===== config.mk =====
export PLATFORM = sky130hd
export DESIGN_NAME = tlbsp_top
export DESIGN_NICKNAME = d
export VERILOG_FILES = /design/src/rtl/tlbsp_pkg.sv /design/src/rtl/tlbsp_store.sv /design/src/rtl/tlbsp_match.sv /design/src/rtl/tlbsp_fault.sv /design/src/rtl/tlbsp_top.sv
export SDC_FILE = /design/constraint.sdc
export NUM_CORES = 1
export LEC_CHECK = 0
export ABC_AREA = 1
export ABC_CLOCK_PERIOD_IN_PS = 5000
export BUFFER_PORTS_ARGS = -buffer_cell sky130_fd_sc_hd__buf_4
export CAP_MARGIN = 30
export CORE_ASPECT_RATIO = 1.2
export CORE_MARGIN = 1.5
export CORE_UTILIZATION = 26
export CTS_BUF_LIST = sky130_fd_sc_hd__clkbuf_16
export CTS_CLUSTER_DIAMETER = 100
export DETAILED_ROUTE_END_ITERATION = 8
export PLACE_DENSITY = 0.52
export RECOVER_POWER = 100
export SYNTH_ARGS = -nofsm -noshare
export SYNTH_HDL_FRONTEND = slang
export SYNTH_SLANG_ARGS = --single-unit

===== constraint.sdc =====
create_clock -name clk -period 5 [get_ports clk]
set_clock_uncertainty 0.05 [all_clocks]
set_input_delay 0.25 -clock clk [delete_from_list [all_inputs] [get_ports clk]]
set_output_delay 0.25 -clock clk [all_outputs]
set_load 0.05 [all_outputs]

===== src/rtl/tlbsp_pkg.sv =====
// Package: shared constants for the superpage translation buffer.
// Assumes the permission vector and the command layout listed in the brief.
package tlbsp_pkg;
    localparam int PERM_W = 7;
    localparam int PB_R   = 0;
    localparam int PB_W   = 1;
    localparam int PB_X   = 2;
    localparam int PB_U   = 3;
    localparam int PB_G   = 4;
    localparam int PB_A   = 5;
    localparam int PB_D   = 6;

    localparam logic [1:0] KIND_READ  = 2'b00;
    localparam logic [1:0] KIND_WRITE = 2'b01;
    localparam logic [1:0] KIND_EXEC  = 2'b10;
endpackage


===== src/rtl/tlbsp_store.sv =====
// Module: entry storage. Holds valid, tag, level, PPN, permissions and the
// stored fault flags for every way. Assumes fill_way < ENTRIES. Flush has
// priority over a refill in the same cycle, and reset has priority over both.
module tlbsp_store
    import tlbsp_pkg::*;
#(
    parameter int ENTRIES = 8,
    parameter int VPN_W   = 27,
    parameter int PPN_W   = 44,
    parameter int LVL_W   = 2,
    localparam int IDX_W  = (ENTRIES > 1) ? $clog2(ENTRIES) : 1
) (
    input  logic                              clk,
    input  logic                              rst_n,
    input  logic                              wr_en,
    input  logic [IDX_W-1:0]                  wr_way,
    input  logic [VPN_W-1:0]                  wr_tag,
    input  logic [LVL_W-1:0]                  wr_level,
    input  logic [PPN_W-1:0]                  wr_ppn,
    input  logic [PERM_W-1:0]                 wr_perm,
    input  logic                              wr_pf,
    input  logic                              wr_af,
    input  logic                              clear_all,
    output logic [ENTRIES-1:0]                ent_valid,
    output logic [ENTRIES-1:0][VPN_W-1:0]     ent_tag,
    output logic [ENTRIES-1:0][LVL_W-1:0]     ent_level,
    output logic [ENTRIES-1:0][PPN_W-1:0]     ent_ppn,
    output logic [ENTRIES-1:0][PERM_W-1:0]    ent_perm,
    output logic [ENTRIES-1:0]                ent_pf,
    output logic [ENTRIES-1:0]                ent_af
);
    for (genvar w = 0; w < ENTRIES; w++) begin : g_way
        logic sel_w;
        assign sel_w = wr_en && (wr_way == IDX_W'(w));

        // Valid bit: cleared by reset or flush, set by a refill to this way.
        always_ff @(posedge clk) begin
            if (!rst_n || clear_all) begin
                ent_valid[w] <= 1'b0;
            end else if (sel_w) begin
                ent_valid[w] <= 1'b1;
            end
        end

        // Payload: captured on a refill to this way that no flush overrides.
        always_ff @(posedge clk) begin
            if (rst_n && !clear_all && sel_w) begin
                ent_tag[w]   <= wr_tag;
                ent_level[w] <= wr_level;
                ent_ppn[w]   <= wr_ppn;
                ent_perm[w]  <= wr_perm;
                ent_pf[w]    <= wr_pf;
                ent_af[w]    <= wr_af;
            end
        end
    end
endmodule


===== src/rtl/tlbsp_match.sv =====
// Module: per-entry tag compare and PPN composition, then a lowest-index
// priority pick. Assumes VPN_W == FIELD_W*LEVELS and PPN_W >= VPN_W.
// A level value of LEVELS or more never matches.
module tlbsp_match
    import tlbsp_pkg::*;
#(
    parameter int ENTRIES = 8,
    parameter int FIELD_W = 9,
    parameter int LEVELS  = 3,
    parameter int PPN_W   = 44,
    localparam int VPN_W  = FIELD_W * LEVELS,
    localparam int LVL_W  = $clog2(LEVELS + 1),
    localparam int IDX_W  = (ENTRIES > 1) ? $clog2(ENTRIES) : 1
) (
    input  logic [VPN_W-1:0]                  q_vpn,
    input  logic [ENTRIES-1:0]                ent_valid,
    input  logic [ENTRIES-1:0][VPN_W-1:0]     ent_tag,
    input  logic [ENTRIES-1:0][LVL_W-1:0]     ent_level,
    input  logic [ENTRIES-1:0][PPN_W-1:0]     ent_ppn,
    output logic                              any_hit,
    output logic [IDX_W-1:0]                  hit_idx,
    output logic [PPN_W-1:0]                  hit_ppn
);
    // Mask of the VPN bits that pass through for a given level.
    function automatic logic [VPN_W-1:0] pass_mask(input logic [LVL_W-1:0] lvl);
        logic [VPN_W-1:0] m;
        m = '0;
        for (int k = 0; k < LEVELS; k++) begin
            if (int'(lvl) == k) begin
                m = (VPN_W'(1) << (FIELD_W * (LEVELS - 1 - k))) - VPN_W'(1);
            end
        end
        return m;
    endfunction

    logic [ENTRIES-1:0]            way_hit;
    logic [ENTRIES-1:0][PPN_W-1:0] way_ppn;

    for (genvar w = 0; w < ENTRIES; w++) begin : g_cmp
        logic [VPN_W-1:0] pm;
        logic             lvl_ok;

        // Compare the fields the level selects and splice in the low VPN bits.
        always_comb begin
            pm         = pass_mask(ent_level[w]);
            lvl_ok     = int'(ent_level[w]) < LEVELS;
            way_hit[w] = ent_valid[w] && lvl_ok
                         && (((ent_tag[w] ^ q_vpn) & ~pm) == '0);
            way_ppn[w] = (ent_ppn[w] & ~{{(PPN_W-VPN_W){1'b0}}, pm})
                         | {{(PPN_W-VPN_W){1'b0}}, (q_vpn & pm)};
        end
    end

    // Priority pick: scan downward so the lowest matching index remains.
    always_comb begin
        any_hit = 1'b0;
        hit_idx = '0;
        for (int i = ENTRIES - 1; i >= 0; i--) begin
            if (way_hit[i]) begin
                any_hit = 1'b1;
                hit_idx = IDX_W'(i);
            end
        end
        hit_ppn = any_hit ? way_ppn[hit_idx] : '0;
    end
endmodule


===== src/rtl/tlbsp_fault.sv =====
// Module: fault decision for the selected entry. Assumes the command and
// permission encodings from tlbsp_pkg. Gives no fault when there is no hit.
module tlbsp_fault
    import tlbsp_pkg::*;
(
    input  logic              any_hit,
    input  logic [2:0]        cmd,
    input  logic [PERM_W-1:0] perm,
    input  logic              st_pf,
    input  logic              st_af,
    output logic              pf_out,
    output logic              af_out
);
    logic kind_ok;

    // Required-permission check, then the stored flags and the A/D rules.
    always_comb begin
        unique case (cmd[1:0])
            KIND_READ:  kind_ok = perm[PB_R];
            KIND_WRITE: kind_ok = perm[PB_W] && perm[PB_D];
            KIND_EXEC:  kind_ok = perm[PB_X];
            default:    kind_ok = 1'b0;
        endcase
        af_out = any_hit && st_af;
        pf_out = any_hit && (st_pf || !kind_ok || !perm[PB_A]);
    end
endmodule


===== src/rtl/tlbsp_top.sv =====
// Module: superpage-aware fully associative translation buffer.
// Lookup is combinational. A refill or a flush takes effect at the next edge.
// Assumes the walker supplies an in-range way index on every refill.
module tlbsp_top
    import tlbsp_pkg::*;
#(
    parameter int ENTRIES = 8,
    parameter int FIELD_W = 9,
    parameter int LEVELS  = 3,
    parameter int PPN_W   = 44,
    localparam int VPN_W  = FIELD_W * LEVELS,
    localparam int LVL_W  = $clog2(LEVELS + 1),
    localparam int IDX_W  = (ENTRIES > 1) ? $clog2(ENTRIES) : 1
) (
    input  logic              clk,
    input  logic              rst_n,
    input  logic [VPN_W-1:0]  lkp_vpn,
    input  logic [2:0]        lkp_cmd,
    output logic              hit,
    output logic [PPN_W-1:0]  phys_pn,
    output logic              page_fault,
    output logic              access_fault,
    input  logic              fill_valid,
    input  logic [IDX_W-1:0]  fill_way,
    input  logic [VPN_W-1:0]  fill_vpn,
    input  logic [LVL_W-1:0]  fill_level,
    input  logic [PPN_W-1:0]  fill_ppn,
    input  logic [PERM_W-1:0] fill_perm,
    input  logic              fill_pf,
    input  logic              fill_af,
    input  logic              flush_all
);
    logic [ENTRIES-1:0]             e_valid;
    logic [ENTRIES-1:0][VPN_W-1:0]  e_tag;
    logic [ENTRIES-1:0][LVL_W-1:0]  e_level;
    logic [ENTRIES-1:0][PPN_W-1:0]  e_ppn;
    logic [ENTRIES-1:0][PERM_W-1:0] e_perm;
    logic [ENTRIES-1:0]             e_pf;
    logic [ENTRIES-1:0]             e_af;
    logic [IDX_W-1:0]               sel;

    tlbsp_store #(
        .ENTRIES(ENTRIES), .VPN_W(VPN_W), .PPN_W(PPN_W), .LVL_W(LVL_W)
    ) store_i (
        .clk(clk), .rst_n(rst_n),
        .wr_en(fill_valid), .wr_way(fill_way), .wr_tag(fill_vpn),
        .wr_level(fill_level), .wr_ppn(fill_ppn), .wr_perm(fill_perm),
        .wr_pf(fill_pf), .wr_af(fill_af), .clear_all(flush_all),
        .ent_valid(e_valid), .ent_tag(e_tag), .ent_level(e_level),
        .ent_ppn(e_ppn), .ent_perm(e_perm), .ent_pf(e_pf), .ent_af(e_af)
    );

    tlbsp_match #(
        .ENTRIES(ENTRIES), .FIELD_W(FIELD_W), .LEVELS(LEVELS), .PPN_W(PPN_W)
    ) match_i (
        .q_vpn(lkp_vpn), .ent_valid(e_valid), .ent_tag(e_tag),
        .ent_level(e_level), .ent_ppn(e_ppn),
        .any_hit(hit), .hit_idx(sel), .hit_ppn(phys_pn)
    );

    tlbsp_fault fault_i (
        .any_hit(hit), .cmd(lkp_cmd), .perm(e_perm[sel]),
        .st_pf(e_pf[sel]), .st_af(e_af[sel]),
        .pf_out(page_fault), .af_out(access_fault)
    );
endmodule


==> flow_metrics.py <==
metrics = {
    "sta": {
        "layout_min_cycle_time_ns": 4.68,
        "fin_ws_ns": 0.315,
        "max_freq_mhz": 213,
        "setup_violations": 0,
        "finalCritPeriodShare_pct": 93.7,
        "slew_violations": 499,
        "finalSetupTns_ns": 0,
        "rsz0062_at_grt": "false",
        "final_hold_viol_count": 0,
        "max_slew_margin_pct": -96.3,
        "tightest_slew_ns": 2.94,
    },
    "route": {
        "drtAntennaViolNets": 0,
        "vias_per_cell": 4.53,
        "drtIter0Drc": 1205,
        "vias": 17956,
        "dr.pass1.iters": 5,
        "drc": 0,
        "routed_wl_mm": 77.7,
        "wl_per_cell_microns": 19.6,
    },
    "finish": {
        "fill_cells": 10593,
        "multiInputGateArea_sq_um": 7300,
        "nets": 2636,
        "antenna_cells": 0,
        "final-seq-area_sq_um": 19400,
        "drive_gt1_share_pct": 9.63,
        "synthToLayoutAreaGrowth_pct": 18.7,
    },
    "floorplan": {
        "start_util_pct": 26.1,
        "coreArea_sq_um": 106000,
        "row_count": 131,
        "die_h_microns": 361,
        "die_x_microns": 301,
        "die_area_sq_um": 109000,
        "io_pins": 166,
    },
    "synth": {
        "synth_top_area_share_pct": 69.3,
        "synth-xor-area-share_pct": 3.76,
        "synth.area.top_cells": "edfxtp_1, nand2_1, nor2_1, o21ai_0, o211ai_1",
        "synth_top_family_by_area": "compound AO/OA/AOI/OAI gates",
        "synth_edf_count": 640,
        "yosysTopAreaCell": "edfxtp_1",
        "ys_warn_count": 0,
        "synthSimpleGateAreaFrac_pct": 11.0,
        "synth_compound_area_share_pct": 11.3,
        "seq_area_frac_synth_pct": 69.9,
        "synth_area_per_cell_sq_um": 12.1,
        "muxShareOfSynthArea_pct": 0,
        "synth_nets": 2419,
        "synth_flop_cell": "edfxtp_1",
        "netlist_area_sq_um": 27700,
        "ys_types": 36,
        "synthAdderAreaFrac_pct": 0,
        "ys_ff_latch": 648,
        "synth_cells": 2300,
        "ys_async_sr_fraction_pct": 0,
    },
    "worst_setup_path": {
        "slowest_stage": "edfxtp_1",
        "critPathLaunchType": "flip-flop",
        "required_ns": 4.70,
        "path_class": "flip-flop to output pin",
        "crit_top_cell": "nand2_1",
        "worstPathMaxFanout": 39,
        "cp_data_arrival_time_ns": 4.38,
        "slowest_delay_ns": 0.35,
        "worst-r2r-cell-count": 3,
        "rrSetupSlack_ns": 3.80,
        "path_cells": "buf_4 > nor2_1 > clkinv_1 > buf_4 > nand2_1 > nand3_1 > nand2_1 > nand2_1 > nand2_1 > nand2_1 > nand2_1 > nand2_2 > nand2_8 > inv_6 > buf_12 > nor2_1 > o22ai_1 > o21ai_1 > nor2_1 > clkbuf_4",
        "crit_path_end_kind": "output pin",
    },
    "worst_hold_path": {
        "min_delay_path_depth": 5,
        "hp-class": "primary input to flip-flop",
    },
    "placement": {
        "detailedPlace.worstSlack_ns": 0.604,
        "post-dp-hpwl_mm": 45.6,
        "place.gp.congestion": 0.791,
        "port_buffers": 162,
    },
    "pwr": {
        "p_total_w": 0.0110,
        "p_leak_nw": 11.3,
        "ir_worst_vdd_uv": 218,
        "p_per_area_nw_per_um2": 335,
    },
    "clock_network": {
        "h-tree-depth": 2,
        "path_clk_slew_ns": 0.06,
        "clockBufferDepth": 3,
        "numCtsBuffers": 60,
        "clock_latency_ns": 0.62,
        "ctsRootBufferMaster": "clkbuf_16",
        "clock_sinks": 648,
        "cts_tree": "yes",
    },
    "global_routing": {
        "grt_pass1_vias": 17450,
        "grt_max_degree": 153,
        "grt_pass1_wl_mm": 114,
        "track_usage_pct": 14.2,
        "grt-ovfl-total": 0,
        "antenna_found_initial": 6,
    },
    "run_status": {
        "violations": "max-capacitance violations, max-slew violations",
        "status": "complete, but fails checks",
    },
    "run": {
        "max-cap-violations": 9,
    },
}
through the flow:
stage / util (%) / instances / instance area, sq um / hold WS (ns)
after global routing: 31.0 / 3961 / 32900 / 0.0286
after global placement: 28.8 / 3762 / 30600 / 0.404
after floorplan: - / 2300 / 27700 / 0.299
final: 31.0 / 3961 / 32900 / 0.0119
after detailed placement: 28.8 / 3762 / 30600 / 0.398
after CTS: 31.5 / 3959 / 33400 / 0.0229
registers in the layout, indices dropped and copies added (netlist names):
name	flops
store_i.ent_perm	40
store_i.ent_valid	8
store_i.ent_pf	8
store_i.ent_ppn	352
store_i.ent_tag	216
store_i.ent_af	8
store_i.ent_level	16
metal layers:
layer	share of wire [%]	vias to the layer above	track usage, %	wire length (microns)
met4	2.9	10	4.70	2260
li1	-	8684	-	-
met1	43	8750	17.9	33400
met2	50	388	24.2	38500
met3	4.6	124	2.51	3550
met5	0.073	-	0	57
synth_stat cells, types with 26 or more instances:
| cell | instances |
|---|---|
| a21oi_1 | 49 |
| edfxtp_1 | 640 |
| nor2_1 | 300 |
| o211ai_1 | 117 |
| inv_2 | 26 |
| xor2_1 | 73 |
| nand3_1 | 75 |
| buf_2 | 72 |
| clkbuf_1 | 41 |
| o21ai_0 | 176 |
| inv_1 | 75 |
| o22ai_1 | 34 |
| nand2_1 | 332 |
| xnor2_1 | 46 |
| o21ai_1 | 112 |
cell type report:
| class | count | share of cell area (%) |
|---|---|---|
| Clock inverter | 49 | 1.17 |
| Multi-Input combinational cell | 1407 | 22.2 |
| Sequential cell | 648 | 58.9 |
| Tap cell | 1396 | 5.31 |
| Timing Repair Buffer | 292 | 6.56 |
| Clock buffer | 61 | 4.64 |
| Inverter | 108 | 1.25 |
cell families after synthesis:
logic type,after synthesis
AND/OR/NAND/NOR,755
flip-flops,648
AO/OA/AOI/OAI,533
buffers and inverters,245
XOR/XNOR,119
layout by cell type (no fill, tap or decap), drive strengths merged:
master	synthesis	layout
or2	3	3
o2111ai	2	2
clkinv	7	36
a221oi	9	9
a22oi	1	1
nand4	8	8
dlygate4sd3	0	87
a21o	18	18
xnor2	46	46
inv	101	113
a21oi	50	50
nand2	337	337
nor3	15	15
clkinvlp	0	2
nor2	300	300
o211ai	117	117
buf	96	95
clkbuf	41	171
a21boi	1	1
o22ai	34	34
a22o	4	4
o21ai	288	288
nand3	76	76
xor2	73	73
a211oi	9	9
nand3b	12	12
bufinv	0	6
nor4	4	4
edfxtp	640	640
dfxtp	8	8
critical path, delay by kind of cell (launching register included):
kind / cells / cell delay [ns]
AOI/OAI and AO/OA: 2 / 0.23
and+or+nand+nor: 12 / 1.65
buffers and inverters: 6 / 1.47
DFF: 1 / 0.35
what timing repair did:
item	in CTS	in global routing
endpoints found under the setup margin	0	27
resized for setup	0	3
hold buffers	87	0
buffers inserted	0	0
hold endpoints to repair	646	0
final timing paths:
| path | startpoint | to |
|---|---|---|
| worst max-delay path | store_i.ent_level[13]$_DFFE_PP_ | phys_pn[15] |
| worst max register to register | store_i.ent_valid[3]$_SDFFE_PN0P_ | store_i.ent_valid[3]$_SDFFE_PN0P_ |
| worst min register to register | store_i.ent_valid[6]$_SDFFE_PN0P_ | store_i.ent_valid[6]$_SDFFE_PN0P_ |
| worst min-delay path | fill_valid | store_i.ent_valid[7]$_SDFFE_PN0P_ |
where the power goes:
| group | switching (W) | leakage, nW | internal (W) | total, W |
|---|---|---|---|---|
| combinational | 0.000292 | 4.48 | 0.000159 | 0.000451 |
| sequential | 0.0000174 | 5.83 | 0.00603 | 0.00605 |
| clock | 0.00199 | 0.974 | 0.00251 | 0.00450 |
No activity file was read; power rests on OpenSTA's default activity.
